### src/rtl/dma_chan_pkg.sv
package dma_chan_pkg;

  typedef enum logic [1:0] {
    MODE_AUTO   = 2'b00,
    MODE_LEVEL  = 2'b01,
    MODE_EDGE   = 2'b10,
    MODE_PERIPH = 2'b11
  } req_mode_e;

  localparam int unsigned ADDR_COUNT   = 0;
  localparam int unsigned ADDR_CTRL    = 1;
  localparam int unsigned CTL_EN_BIT   = 0;
  localparam int unsigned CTL_END_BIT  = 1;
  localparam int unsigned CTL_MASK_BIT = 2;

  // the end flag holds the channel off unless masked in a level-type mode
  function automatic logic flag_blocks(logic flag, logic mask, req_mode_e m);
    logic level_type;
    level_type = (m == MODE_LEVEL) || (m == MODE_PERIPH);
    return flag && !(mask && level_type);
  endfunction

endpackage

### src/rtl/dma_req_detect.sv
module dma_req_detect
  import dma_chan_pkg::*;
(
  input  logic      clk,
  input  logic      rst_n,
  input  req_mode_e mode,
  input  logic      req,
  input  logic      permit,
  input  logic      end_hit,
  output logic      req_present
);

  logic req_q;
  logic run_q;
  logic rise;

  assign rise = req && !req_q;

  always_ff @(posedge clk) begin
    if (!rst_n) begin
      req_q <= 1'b0;
      run_q <= 1'b0;
    end else begin
      req_q <= req;
      run_q <= (mode == MODE_EDGE) && permit && !end_hit && (run_q || rise);
    end
  end

  always_comb begin
    unique case (mode)
      MODE_AUTO:  req_present = 1'b1;
      MODE_EDGE:  req_present = run_q || rise;
      default:    req_present = req;
    endcase
  end

endmodule

### src/rtl/dma_permit.sv
module dma_permit
  import dma_chan_pkg::*;
(
  input  req_mode_e mode,
  input  logic      chan_en,
  input  logic      master_en,
  input  logic      nmi_flag,
  input  logic      addr_err,
  input  logic      end_flag,
  input  logic      mask,
  input  logic      cnt_nz,
  output logic      permit
);

  logic aborted;

  assign aborted = nmi_flag || addr_err;
  assign permit  = chan_en && master_en && !aborted && cnt_nz
                   && !flag_blocks(end_flag, mask, mode);

endmodule

### src/rtl/dma_chan_regs.sv
module dma_chan_regs
  import dma_chan_pkg::*;
#(
  parameter int unsigned CNT_W  = 32,
  parameter int unsigned DATA_W = 32,
  parameter int unsigned ADDR_W = 2
) (
  input  logic              clk,
  input  logic              rst_n,
  input  logic              reg_wr,
  input  logic              reg_rd,
  input  logic [ADDR_W-1:0] reg_addr,
  input  logic [DATA_W-1:0] reg_wdata,
  output logic [DATA_W-1:0] reg_rdata,
  input  logic              dec_req,
  output logic              chan_en,
  output logic              mask,
  output logic              end_flag,
  output logic              armed,
  output logic [CNT_W-1:0]  cnt,
  output logic              cnt_nz,
  output logic              dec_ok,
  output logic              end_hit
);

  localparam logic [ADDR_W-1:0] A_CNT = ADDR_W'(ADDR_COUNT);
  localparam logic [ADDR_W-1:0] A_CTL = ADDR_W'(ADDR_CTRL);
  localparam logic [CNT_W-1:0]  ONE   = CNT_W'(1);

  function automatic logic [CNT_W-1:0] count_after(logic [CNT_W-1:0] c,
                                                   logic load,
                                                   logic [CNT_W-1:0] val,
                                                   logic step);
    if (load)      return val;
    else if (step) return c - ONE;
    else           return c;
  endfunction

  logic wr_cnt, wr_ctl, clr_ok, arm_hit;

  assign wr_cnt  = reg_wr && (reg_addr == A_CNT);
  assign wr_ctl  = reg_wr && (reg_addr == A_CTL);
  assign cnt_nz  = (cnt != '0);
  assign dec_ok  = dec_req && cnt_nz && !wr_cnt;
  assign end_hit = dec_ok && (cnt == ONE);
  assign clr_ok  = wr_ctl && !reg_wdata[CTL_END_BIT] && armed && end_flag;
  assign arm_hit = reg_rd && (reg_addr == A_CTL) && end_flag;

  always_ff @(posedge clk) begin
    if (!rst_n) begin
      cnt      <= '0;
      chan_en  <= 1'b0;
      mask     <= 1'b0;
      end_flag <= 1'b0;
      armed    <= 1'b0;
    end else begin
      cnt <= count_after(cnt, wr_cnt, reg_wdata[CNT_W-1:0], dec_ok);
      if (wr_ctl) begin
        chan_en <= reg_wdata[CTL_EN_BIT];
        mask    <= reg_wdata[CTL_MASK_BIT];
      end
      if (end_hit)     end_flag <= 1'b1;
      else if (clr_ok) end_flag <= 1'b0;
      if (end_hit || clr_ok) armed <= 1'b0;
      else if (arm_hit)      armed <= 1'b1;
    end
  end

  always_comb begin
    reg_rdata = '0;
    if (reg_addr == A_CNT) begin
      reg_rdata = DATA_W'(cnt);
    end else if (reg_addr == A_CTL) begin
      reg_rdata[CTL_EN_BIT]   = chan_en;
      reg_rdata[CTL_END_BIT]  = end_flag;
      reg_rdata[CTL_MASK_BIT] = mask;
    end
  end

endmodule

### src/rtl/dma_chan_ctl.sv
module dma_chan_ctl
  import dma_chan_pkg::*;
#(
  parameter int unsigned CNT_W  = 32,
  parameter int unsigned DATA_W = 32,
  parameter int unsigned ADDR_W = 2
) (
  input  logic              clk,
  input  logic              rst_n,
  input  logic              reg_wr,
  input  logic              reg_rd,
  input  logic [ADDR_W-1:0] reg_addr,
  input  logic [DATA_W-1:0] reg_wdata,
  output logic [DATA_W-1:0] reg_rdata,
  input  logic [1:0]        mode,
  input  logic              req,
  input  logic              master_en,
  input  logic              nmi_flag,
  input  logic              addr_err,
  input  logic              xfer_done,
  output logic              active,
  output logic              end_flag
);

  req_mode_e          mode_e;
  logic               chan_en, mask_q, armed, cnt_nz;
  logic               dec_req, dec_ok, end_hit;
  logic               permit, req_present;
  logic [CNT_W-1:0]   cnt_q;

  assign mode_e  = req_mode_e'(mode);
  assign dec_req = xfer_done && active;

  dma_chan_regs #(.CNT_W(CNT_W), .DATA_W(DATA_W), .ADDR_W(ADDR_W)) u_regs (
    .clk       (clk),
    .rst_n     (rst_n),
    .reg_wr    (reg_wr),
    .reg_rd    (reg_rd),
    .reg_addr  (reg_addr),
    .reg_wdata (reg_wdata),
    .reg_rdata (reg_rdata),
    .dec_req   (dec_req),
    .chan_en   (chan_en),
    .mask      (mask_q),
    .end_flag  (end_flag),
    .armed     (armed),
    .cnt       (cnt_q),
    .cnt_nz    (cnt_nz),
    .dec_ok    (dec_ok),
    .end_hit   (end_hit)
  );

  dma_permit u_permit (
    .mode      (mode_e),
    .chan_en   (chan_en),
    .master_en (master_en),
    .nmi_flag  (nmi_flag),
    .addr_err  (addr_err),
    .end_flag  (end_flag),
    .mask      (mask_q),
    .cnt_nz    (cnt_nz),
    .permit    (permit)
  );

  dma_req_detect u_req (
    .clk         (clk),
    .rst_n       (rst_n),
    .mode        (mode_e),
    .req         (req),
    .permit      (permit),
    .end_hit     (end_hit),
    .req_present (req_present)
  );

  always_ff @(posedge clk) begin
    if (!rst_n) active <= 1'b0;
    else        active <= permit && req_present && !end_hit;
  end

endmodule

### config.mk
export PLATFORM = sky130hd
export DESIGN_NAME = dma_chan_ctl
export DESIGN_NICKNAME = d
export VERILOG_FILES = /design/src/rtl/dma_chan_pkg.sv /design/src/rtl/dma_req_detect.sv /design/src/rtl/dma_permit.sv /design/src/rtl/dma_chan_regs.sv /design/src/rtl/dma_chan_ctl.sv
export SDC_FILE = /design/constraint.sdc
export NUM_CORES = 1
export LEC_CHECK = 0
export BUFFER_PORTS_ARGS = -buffer_cell sky130_fd_sc_hd__buf_2
export CAP_MARGIN = 15
export CORE_MARGIN = 8
export CORE_UTILIZATION = 46
export DETAILED_ROUTE_END_ITERATION = 16
export PLACE_DENSITY = 0.73
export SKIP_LAST_GASP = 1
export SYNTH_ARGS = -nofsm -noshare
export SYNTH_HDL_FRONTEND = slang
export SYNTH_SLANG_ARGS = --single-unit
### constraint.sdc
create_clock -name clk -period 2.8 [get_ports clk]
set_input_delay 0.42 -clock clk [delete_from_list [all_inputs] [get_ports clk]]
set_output_delay 0.42 -clock clk [all_outputs]
set_load 0.02 [all_outputs]
==> results of run 1 <==
critical path, stage by stage (launching register included):
cell	delay [ns]
dfxtp_1	0.36
or3_1	0.46
or4_4	0.57
nor3_1	0.53
buf_4	0.26
nor4_1	0.06
o31a_1	0.25
cell families after synthesis:
logic type,synth area share
mux,0.0114
xor+xnor,0.0133
compound gates,0.247
simple gates,0.359
flops,0.296
fa+ha+maj,0.00950
buf+inv,0.0631
placed cells by master (no fill, tap or decap), types with 3 or more instances in the layout:
master	count
o41ai_1	3
clkbuf_8	5
dfxtp_1	39
o21ai_0	19
nor2_1	12
nand3_1	10
inv_1	6
nor4_1	11
or4_4	3
a21oi_1	21
a22oi_1	3
nand4_1	5
buf_4	14
o21ai_1	4
buf_2	78
o211ai_1	5
or3_1	13
or4_1	12
a31oi_1	16
o31a_1	4
o311ai_0	6
o31ai_1	4
and2_1	31
nand2_1	28
xnor2_1	4
nor3_1	13
mux2i_1	3
through the flow:
step | hold WS [ns] | total power (W)
2_1_floorplan | 0.449 | 0.000845
3_3_place_gp | 0.465 | 0.000961
3_5_place_dp | 0.475 | 0.000963
4_1_cts | 0.320 | 0.00132
5_1_grt | 0.351 | 0.00138
6_report | 0.327 | 0.00132
layout make-up:
type,count,area share
tap,72,0.0283
clock buffer,6,0.0228
timing repair buffer,93,0.162
multi-input combinational,266,0.533
inverter,7,0.00827
sequential,39,0.246
metal layers:
layer	GRT usage	vias up	share of wire
met1	0.252	1349	0.44
met5	0	-	0
met4	0.0641	0	0.011
li1	-	1431	-
met2	0.328	127	0.46
met3	0.0497	9	0.081
sequential cells by signal (all words and copies together), names as in the netlist:
| register | flops |
|---|---|
| active | 1 |
| u_regs.armed | 1 |
| u_req.run_q | 1 |
| u_regs.mask | 1 |
| u_regs.cnt | 32 |
| u_regs.end_flag | 1 |
| u_regs.chan_en | 1 |
| u_req.req_q | 1 |
final timing paths:
path	depth (start not counted)	to	slack [ns]
worst min register to register	2	u_regs.chan_en	0.48
worst min-delay path	2	u_req.run_q	0.33
worst max register to register	6	u_regs.cnt[30]	0.20
worst max-delay path	6	u_regs.cnt[30]	0.20
report_power, final:
part,internal (W),switching [W]
combinational,0.000141,0.000212
sequential,0.000576,0.0000281
clock,0.000166,0.000198
==> run_results.csv, run 1 <==
group,metric,value,unit
run_status,outcome,"completed",
floorplanning,rows,27,
cells_and_area,antenna_cells,0,
setup_path,critPathLaunch,"u_regs.cnt[16]",
clock_tree,cts_resized,0,
sta,setup_slack,0.203,ns
placed_design,place_area,3110,µm²
cells_and_area,post-route-cell-area,3180,µm²
setup_path,start_kind,"register",
setup_path,crit_arrival,2.78,ns
cells_and_area,final_core_util,0.577,
synth,synthArstFlopShare,0,
placed_design,dp.cells,477,
clock_tree,cts_tree,"built",
cells_and_area,syn2layout_area_growth,20.6,%
power_and_ir_drop,p_per_area,416,nW/µm²
sta,finClkSkew,0.00635,ns
synth,ys.flop_type,"dfxtp_1",
cells_and_area,drive_above_1_share,0.282,
sta,slew_headroom,0.446,
cells_and_area,fin_cells,483,
synth,synth_most_common_cell,"dfxtp_1",
detailed_routing,drtIter0Drc,275,
cells_and_area,fill_cells,539,
cells_and_area,seq_area,781,µm²
global_routing,antenna_found_initial,0,
detailed_routing,drt_wl_total,8470,µm
synth,synth_area_leaders,"dfxtp_1 30%, and2_1 7.4%, a21oi_1 4.0%",
synth,synth_fp_nets,381,
placed_design,gp_congestion,0.902,
setup_path,worstPathRequired,2.99,ns
global_routing,grt_max_degree,25,
setup_path,path_max_fanout,7,
clock_tree,cts_inserted_buffers,5,
setup_path,endpoint_kind,"register",
setup_path,reg2reg_from,"u_regs.cnt[16]",
detailed_routing,first_pass_iters,4,
global_routing,grt_use_total,0.201,
clock_tree,clk_pin_slew,0.08,ns
sta,setup_viol,0,
detailed_routing,num_vias,2916,
placed_design,pre_cts_ws,0.231,ns
sta,worst_pin_slew,0.810,ns
synth,synth_cell_types,60,
clock_tree,clock_path_buffers,2,
placed_design,portBuffers,78,
floorplanning,start_util,0.479,
sta,rsz0062_at_grt,"false",
power_and_ir_drop,p_leak,1.32,nW
sta,slew_violations,0,
global_routing,grt-ovfl-total,0,
synth,ys_seq_area_frac,0.296,
clock_tree,hold_buffers,0,
detailed_routing,wl_per_cell,17.5,µm
synth,yosysTopAreaCellShare,0.296,
min_path,hp-class,"primary input to register",
clock_tree,clk_latency,0.29,ns
detailed_routing,postRouteAntennaNets,0,
synth,ys_ff_latch,39,
clock_tree,root_buffer,"clkbuf_8",
power_and_ir_drop,peakVddDrop,237,µV
sta,setup_tns,0,ns
global_routing,grt_pass1_vias,2952,
placed_design,dp_hpwl,6250,µm
floorplanning,io_pins,79,
synth,avgSynthCellArea,7.89,µm²
floorplanning,die_width,91.7,µm
floorplanning,die_h,91.7,µm
cells_and_area,multi_input_area,1690,µm²
detailed_routing,post-route-drc-count,0,
floorplanning,die_area,8410,µm²
sta,fmax,0.385,GHz
clock_tree,post-cts-setup-buffers,0,
synth,syn_inst,334,
min_path,min_from,"mode[0]",
detailed_routing,vias_per_cell,6.04,
cells_and_area,layout.nets,459,
clock_tree,htreeDepth,2,
sta,hold_viol,0,
synth,ys_warn_count,0,
global_routing,grt_pass1_wl,14100,µm
floorplanning,core,5510,µm²
synth,synthTopCellsByCount,"39 x dfxtp_1, 31 x and2_1, 28 x nand2_1",
synth,synth_edf_count,0,
clock_tree,clkSinkCount,39,
setup_path,path_class,"register to register",
sta,post-route-min-period,2.60,ns
synth,synth_top_area_cell,"dfxtp_1",
sta,fin_crit_sh,0.927,
synth,synth.cell_area,2640,µm²
job,maxCapViolations,0,
Power figures use the tool's default switching activity.
==> inputs of run 2 (changes only) <==
- REMOVE_ABC_BUFFERS: unset -> 1
==> run 2 against run 1 <==
Net effect: clock-buffer cell count unchanged; routed wire length about the same; flip-flop and latch count unchanged; first-iteration DRC count decreased by 11%; power increased by 1.7%; critical path type unchanged; largest power group unchanged; highest routed layer unchanged.
==> run_results.csv, run 2 (synthesis gave the netlist of run 1 again) <==
group,metric,value,unit
cells_and_area,multi_input_area,1690,µm²
clock_tree,cts_inserted_buffers,5,
floorplanning,io_pins,79,
min_path,min_path_cells,2,
setup_path,reg2reg_from,"u_regs.cnt[26]",
cells_and_area,final_cell_mix,"78 x buf_2, 39 x dfxtp_1, 31 x and2_1, 28 x nand2_1, 21 x a21oi_1",
cells_and_area,largest_reg_flops,32,
min_path,min_from,"mode[0]",
power_and_ir_drop,p_sw,0.000452,W
job,maxCapViolations,0,
floorplanning,die_area,8410,µm²
power_and_ir_drop,p_seq_frac,0.450,
power_and_ir_drop,p_int,0.000892,W
global_routing,grt_use_total,0.199,
sta,fin_crit_sh,0.856,
setup_path,cp_slowest_cell,"or4_4",
cells_and_area,antenna_cells,0,
sta,slew_violations,0,
clock_tree,clock_path_buffers,2,
cells_and_area,fill_cells,537,
setup_path,worstPathRequired,2.99,ns
clock_tree,cts_tree,"built",
clock_tree,clkSinkCount,39,
cells_and_area,top_register,"u_regs.cnt",
floorplanning,rows,27,
setup_path,slowest_delay,0.57,ns
min_path,hp-class,"primary input to register",
power_and_ir_drop,combPwrFrac,0.264,
clock_tree,htreeDepth,2,
cells_and_area,post-route-cell-area,3180,µm²
placed_design,portBuffers,78,
cells_and_area,seq_area,781,µm²
global_routing,grt_max_degree,33,
setup_path,path_max_fanout,17,
sta,hold_viol,0,
sta,slew_headroom,0.579,
placed_design,dp_hpwl,6250,µm
cells_and_area,layout.nets,459,
clock_tree,root_buffer,"clkbuf_8",
sta,finClkSkew,0.0114,ns
detailed_routing,num_vias,2942,
placed_design,pre_cts_ws,0.436,ns
detailed_routing,vias_per_cell,6.07,
setup_path,path_class,"register to register",
global_routing,antenna_found_initial,0,
setup_path,crit_arrival,2.59,ns
setup_path,worst_r2r_path_depth,6,
detailed_routing,drtIter0Drc,244,
sta,post-route-min-period,2.40,ns
detailed_routing,drt_wl_total,8470,µm
cells_and_area,drive_above_1_share,0.286,
clock_tree,post-cts-setup-buffers,0,
setup_path,critPathLaunch,"u_regs.cnt[26]",
setup_path,reg2reg_slack,0.40,ns
setup_path,worstPathCellList,"or4_4 > or4_4 > o31ai_2 > buf_4 > o21ai_0 > o221a_2",
clock_tree,clk_latency,0.30,ns
cells_and_area,final_common_cell,"buf_2",
setup_path,endpoint_kind,"register",
sta,worst_pin_slew,0.615,ns
placed_design,place_area,3090,µm²
power_and_ir_drop,p_leak,1.32,nW
floorplanning,core,5510,µm²
power_and_ir_drop,power.share.clock,0.286,
floorplanning,die_h,91.7,µm
placed_design,gp_congestion,0.948,
detailed_routing,postRouteAntennaNets,0,
floorplanning,die_width,91.7,µm
clock_tree,hold_buffers,0,
setup_path,cpMostUsedCell,"or4_4",
cells_and_area,final_core_util,0.577,
clock_tree,cts_resized,0,
detailed_routing,wl_per_cell,17.5,µm
detailed_routing,first_pass_iters,4,
sta,fmax,0.417,GHz
clock_tree,clk_pin_slew,0.08,ns
detailed_routing,post-route-drc-count,0,
power_and_ir_drop,p_per_area,423,nW/µm²
sta,setup_viol,0,
sta,setup_slack,0.402,ns
global_routing,grt_pass1_wl,14100,µm
floorplanning,start_util,0.479,
global_routing,grt_pass1_vias,2879,
cells_and_area,syn2layout_area_growth,20.6,%
power_and_ir_drop,switching_share,0.336,
run_status,outcome,"completed",
sta,rsz0062_at_grt,"false",
setup_path,start_kind,"register",
power_and_ir_drop,peakVddDrop,285,µV
global_routing,grt-ovfl-total,0,
[run 2: cell count changes in the layout (fill, tap and decap cells not counted)]
cell | previous run | this run
buf_12 | 1 | 0
buf_4 | 14 | 15
clkinv_2 | 0 | 1
clkinvlp_4 | 0 | 1
[run 2: power by group through the flow]
stage	registers, W	logic (W)	clock network, W
3_5_place_dp	0.000617	0.000345	0
5_1_grt	0.000608	0.000387	0.000423
6_report	0.000605	0.000355	0.000384
4_1_cts	0.000604	0.000347	0.000397
3_3_place_gp	0.000615	0.000342	0
2_1_floorplan	0.000608	0.000214	0
[run 2: cell type report]
cell class / instances / share of cell area
Multi-Input combinational cell: 266 / 0.533
Clock buffer: 6 / 0.0228
Tap cell: 72 / 0.0283
Inverter: 7 / 0.00827
Timing Repair Buffer: 93 / 0.158
Sequential cell: 39 / 0.246
Clock inverter: 2 / 0.00394
[run 2: worst max-delay path, delay by kind of cell (launching register included)]
| family | cells | cell delay, ns |
|---|---|---|
| and+or+nand+nor | 2 | 1.04 |
| AOI/OAI and AO/OA | 3 | 0.65 |
| DFF | 1 | 0.36 |
| buffers and inverters | 1 | 0.25 |
[run 2: worst paths after layout]
path,end
setup / recovery,u_regs.cnt[21]
hold / removal,u_req.run_q
setup reg to reg,u_regs.cnt[21]
hold reg to reg,u_regs.chan_en
[run 2: through the flow]
stage          instances  total power, W  TNS [ns]  hold WS, ns
3_3_place_gp         477        0.000957         0        0.470
6_report             485         0.00134         0        0.337
3_5_place_dp         477        0.000961         0        0.479
2_1_floorplan        312        0.000822   -0.0829        0.449
4_1_cts              485         0.00135         0        0.330
5_1_grt              485         0.00142         0        0.339
[run 2: routing by layer]
| layer | GRT usage | vias to the layer above | wire (µm) |
|---|---|---|---|
| met5 | 0 | - | 0 |
| met4 | 0.0655 | 0 | 87 |
| met3 | 0.0652 | 10 | 726 |
| met2 | 0.322 | 143 | 3940 |
| met1 | 0.243 | 1344 | 3710 |
| li1 | - | 1445 | - |
==> inputs of run 3 (changes only) <==
- CORE_ASPECT_RATIO: unset -> 0.8
==> run 3 against run 2 <==
Net effect: power up 3.9%; critical endpoint unchanged; core utilization up 0.66 points; worst setup slack better by 0.0037 ns; highest routed layer unchanged; register-to-register slack about the same; final area up 0.94%.
==> run_results.csv, run 3 (synthesis gave the netlist of run 1 again) <==
group,metric,value,unit
run_status,outcome,"completed",
clock_tree,cts_resized,0,
clock_tree,clkSinkCount,39,
min_path,min_path_cells,2,
power_and_ir_drop,peakVddDrop,247,µV
detailed_routing,wl_per_cell,17.4,µm
global_routing,antenna_found_initial,0,
cells_and_area,final_core_util,0.584,
clock_tree,cts_tree,"built",
cells_and_area,top_register,"u_regs.cnt",
setup_path,endpoint_kind,"register",
sta,fin_crit_sh,0.855,
detailed_routing,first_pass_iters,5,
setup_path,worst_r2r_path_depth,6,
cells_and_area,antenna_cells,0,
sta,rsz0062_at_grt,"false",
global_routing,grt_use_total,0.204,
global_routing,grt_pass1_vias,2921,
sta,post-route-min-period,2.39,ns
floorplanning,die_h,83.7,µm
detailed_routing,post-route-drc-count,0,
floorplanning,start_util,0.480,
floorplanning,rows,24,
setup_path,worstPathCellList,"or3_1 > or4_4 > o31ai_2 > buf_4 > o21ai_0 > o221a_2",
cells_and_area,drive_above_1_share,0.287,
min_path,hp-class,"primary input to register",
floorplanning,io_pins,79,
detailed_routing,vias_per_cell,6.02,
power_and_ir_drop,fin_total_pwr,0.00140,W
sta,worst_pin_slew,0.763,ns
global_routing,grt_max_degree,28,
power_and_ir_drop,p_leak,1.33,nW
setup_path,cp_slowest_cell,"or4_4",
clock_tree,htreeDepth,2,
clock_tree,post-cts-setup-buffers,0,
global_routing,grt_pass1_wl,14100,µm
setup_path,worstPathRequired,2.99,ns
cells_and_area,final_cell_mix,"78 x buf_2, 39 x dfxtp_1, 31 x and2_1, 28 x nand2_1, 21 x a21oi_1",
setup_path,slowest_delay,0.57,ns
cells_and_area,layout.nets,460,
placed_design,gp_congestion,0.923,
placed_design,dp.cells,484,
detailed_routing,drt_wl_total,8570,µm
detailed_routing,postRouteAntennaNets,0,
cells_and_area,final_common_cell,"buf_2",
sta,setup_viol,0,
clock_tree,clk_pin_slew,0.08,ns
cells_and_area,fin_cells,492,
setup_path,path_class,"register to register",
sta,fmax,0.418,GHz
job,maxCapViolations,0,
placed_design,dp_hpwl,6430,µm
sta,slew_headroom,0.478,
power_and_ir_drop,p_per_area,435,nW/µm²
cells_and_area,syn2layout_area_growth,21.7,%
sta,slew_violations,0,
floorplanning,core,5500,µm²
floorplanning,die_width,101,µm
setup_path,crit_arrival,2.58,ns
setup_path,path_max_fanout,19,
detailed_routing,drtIter0Drc,240,
sta,hold_viol,0,
sta,hold_slack,0.334,ns
detailed_routing,num_vias,2963,
clock_tree,cts_inserted_buffers,5,
clock_tree,clock_path_buffers,2,
setup_path,start_kind,"register",
cells_and_area,largest_reg_flops,32,
clock_tree,clk_latency,0.29,ns
clock_tree,root_buffer,"clkbuf_8",
placed_design,portBuffers,78,
floorplanning,die_area,8420,µm²
sta,finClkSkew,0.00496,ns
global_routing,grt-ovfl-total,0,
clock_tree,hold_buffers,0,
run 3: changes by cell type in the layout (fill, tap and decap cells not counted):
cell        change
buf_4           +1
clkinvlp_4      -1
clkbuf_8        +2
clkinv_2        -1
run 3: routing by layer:
metal / up-vias / wire, µm / GRT usage
li1: 1440 / - / -
met1: 1360 / 3970 / 0.273
met2: 153 / 3750 / 0.314
met3: 10 / 763 / 0.0475
met4: 0 / 85 / 0.0562
met5: - / 0 / 0
run 3: final timing paths:
kind / start / endpoint / slack [ns]
max reg2reg: u_regs.cnt[16] / u_regs.cnt[21] / 0.41
min reg2reg: u_regs.chan_en / u_regs.chan_en / 0.49
max: u_regs.cnt[16] / u_regs.cnt[21] / 0.41
min: mode[0] / u_req.run_q / 0.33
run 3: area by class of cell:
cell class / count / area (µm²)
clock buffer: 8 / 100
fill: 536 / 2290
inverter: 7 / 26.3
multi-input combinational: 266 / 1690
sequential: 39 / 781
tap: 78 / 97.6
timing repair buffer: 94 / 510
run 3: report_power, final:
part	internal, W	total [W]	switching [W]
clock network	0.000225	0.000435	0.000210
registers	0.000576	0.000604	0.0000278
logic	0.000144	0.000358	0.000214
run 3: through the flow:
step | worst slack (ns) | setup TNS [ns] | area [µm²]
floorplan | -0.0829 | -0.0829 | 2490
global placement | 0.487 | 0 | 3110
detailed placement | 0.431 | 0 | 3110
CTS | 0.423 | 0 | 3210
global route | 0.299 | 0 | 3210
finish | 0.406 | 0 | 3210
run 3: critical path: cells and delay by family, from the launching register on:
kind,cells,cell delay [ns]
AOI/OAI and AO/OA,3,0.63
DFF,1,0.35
and+or+nand+nor,2,1.03
buffers and inverters,1,0.26
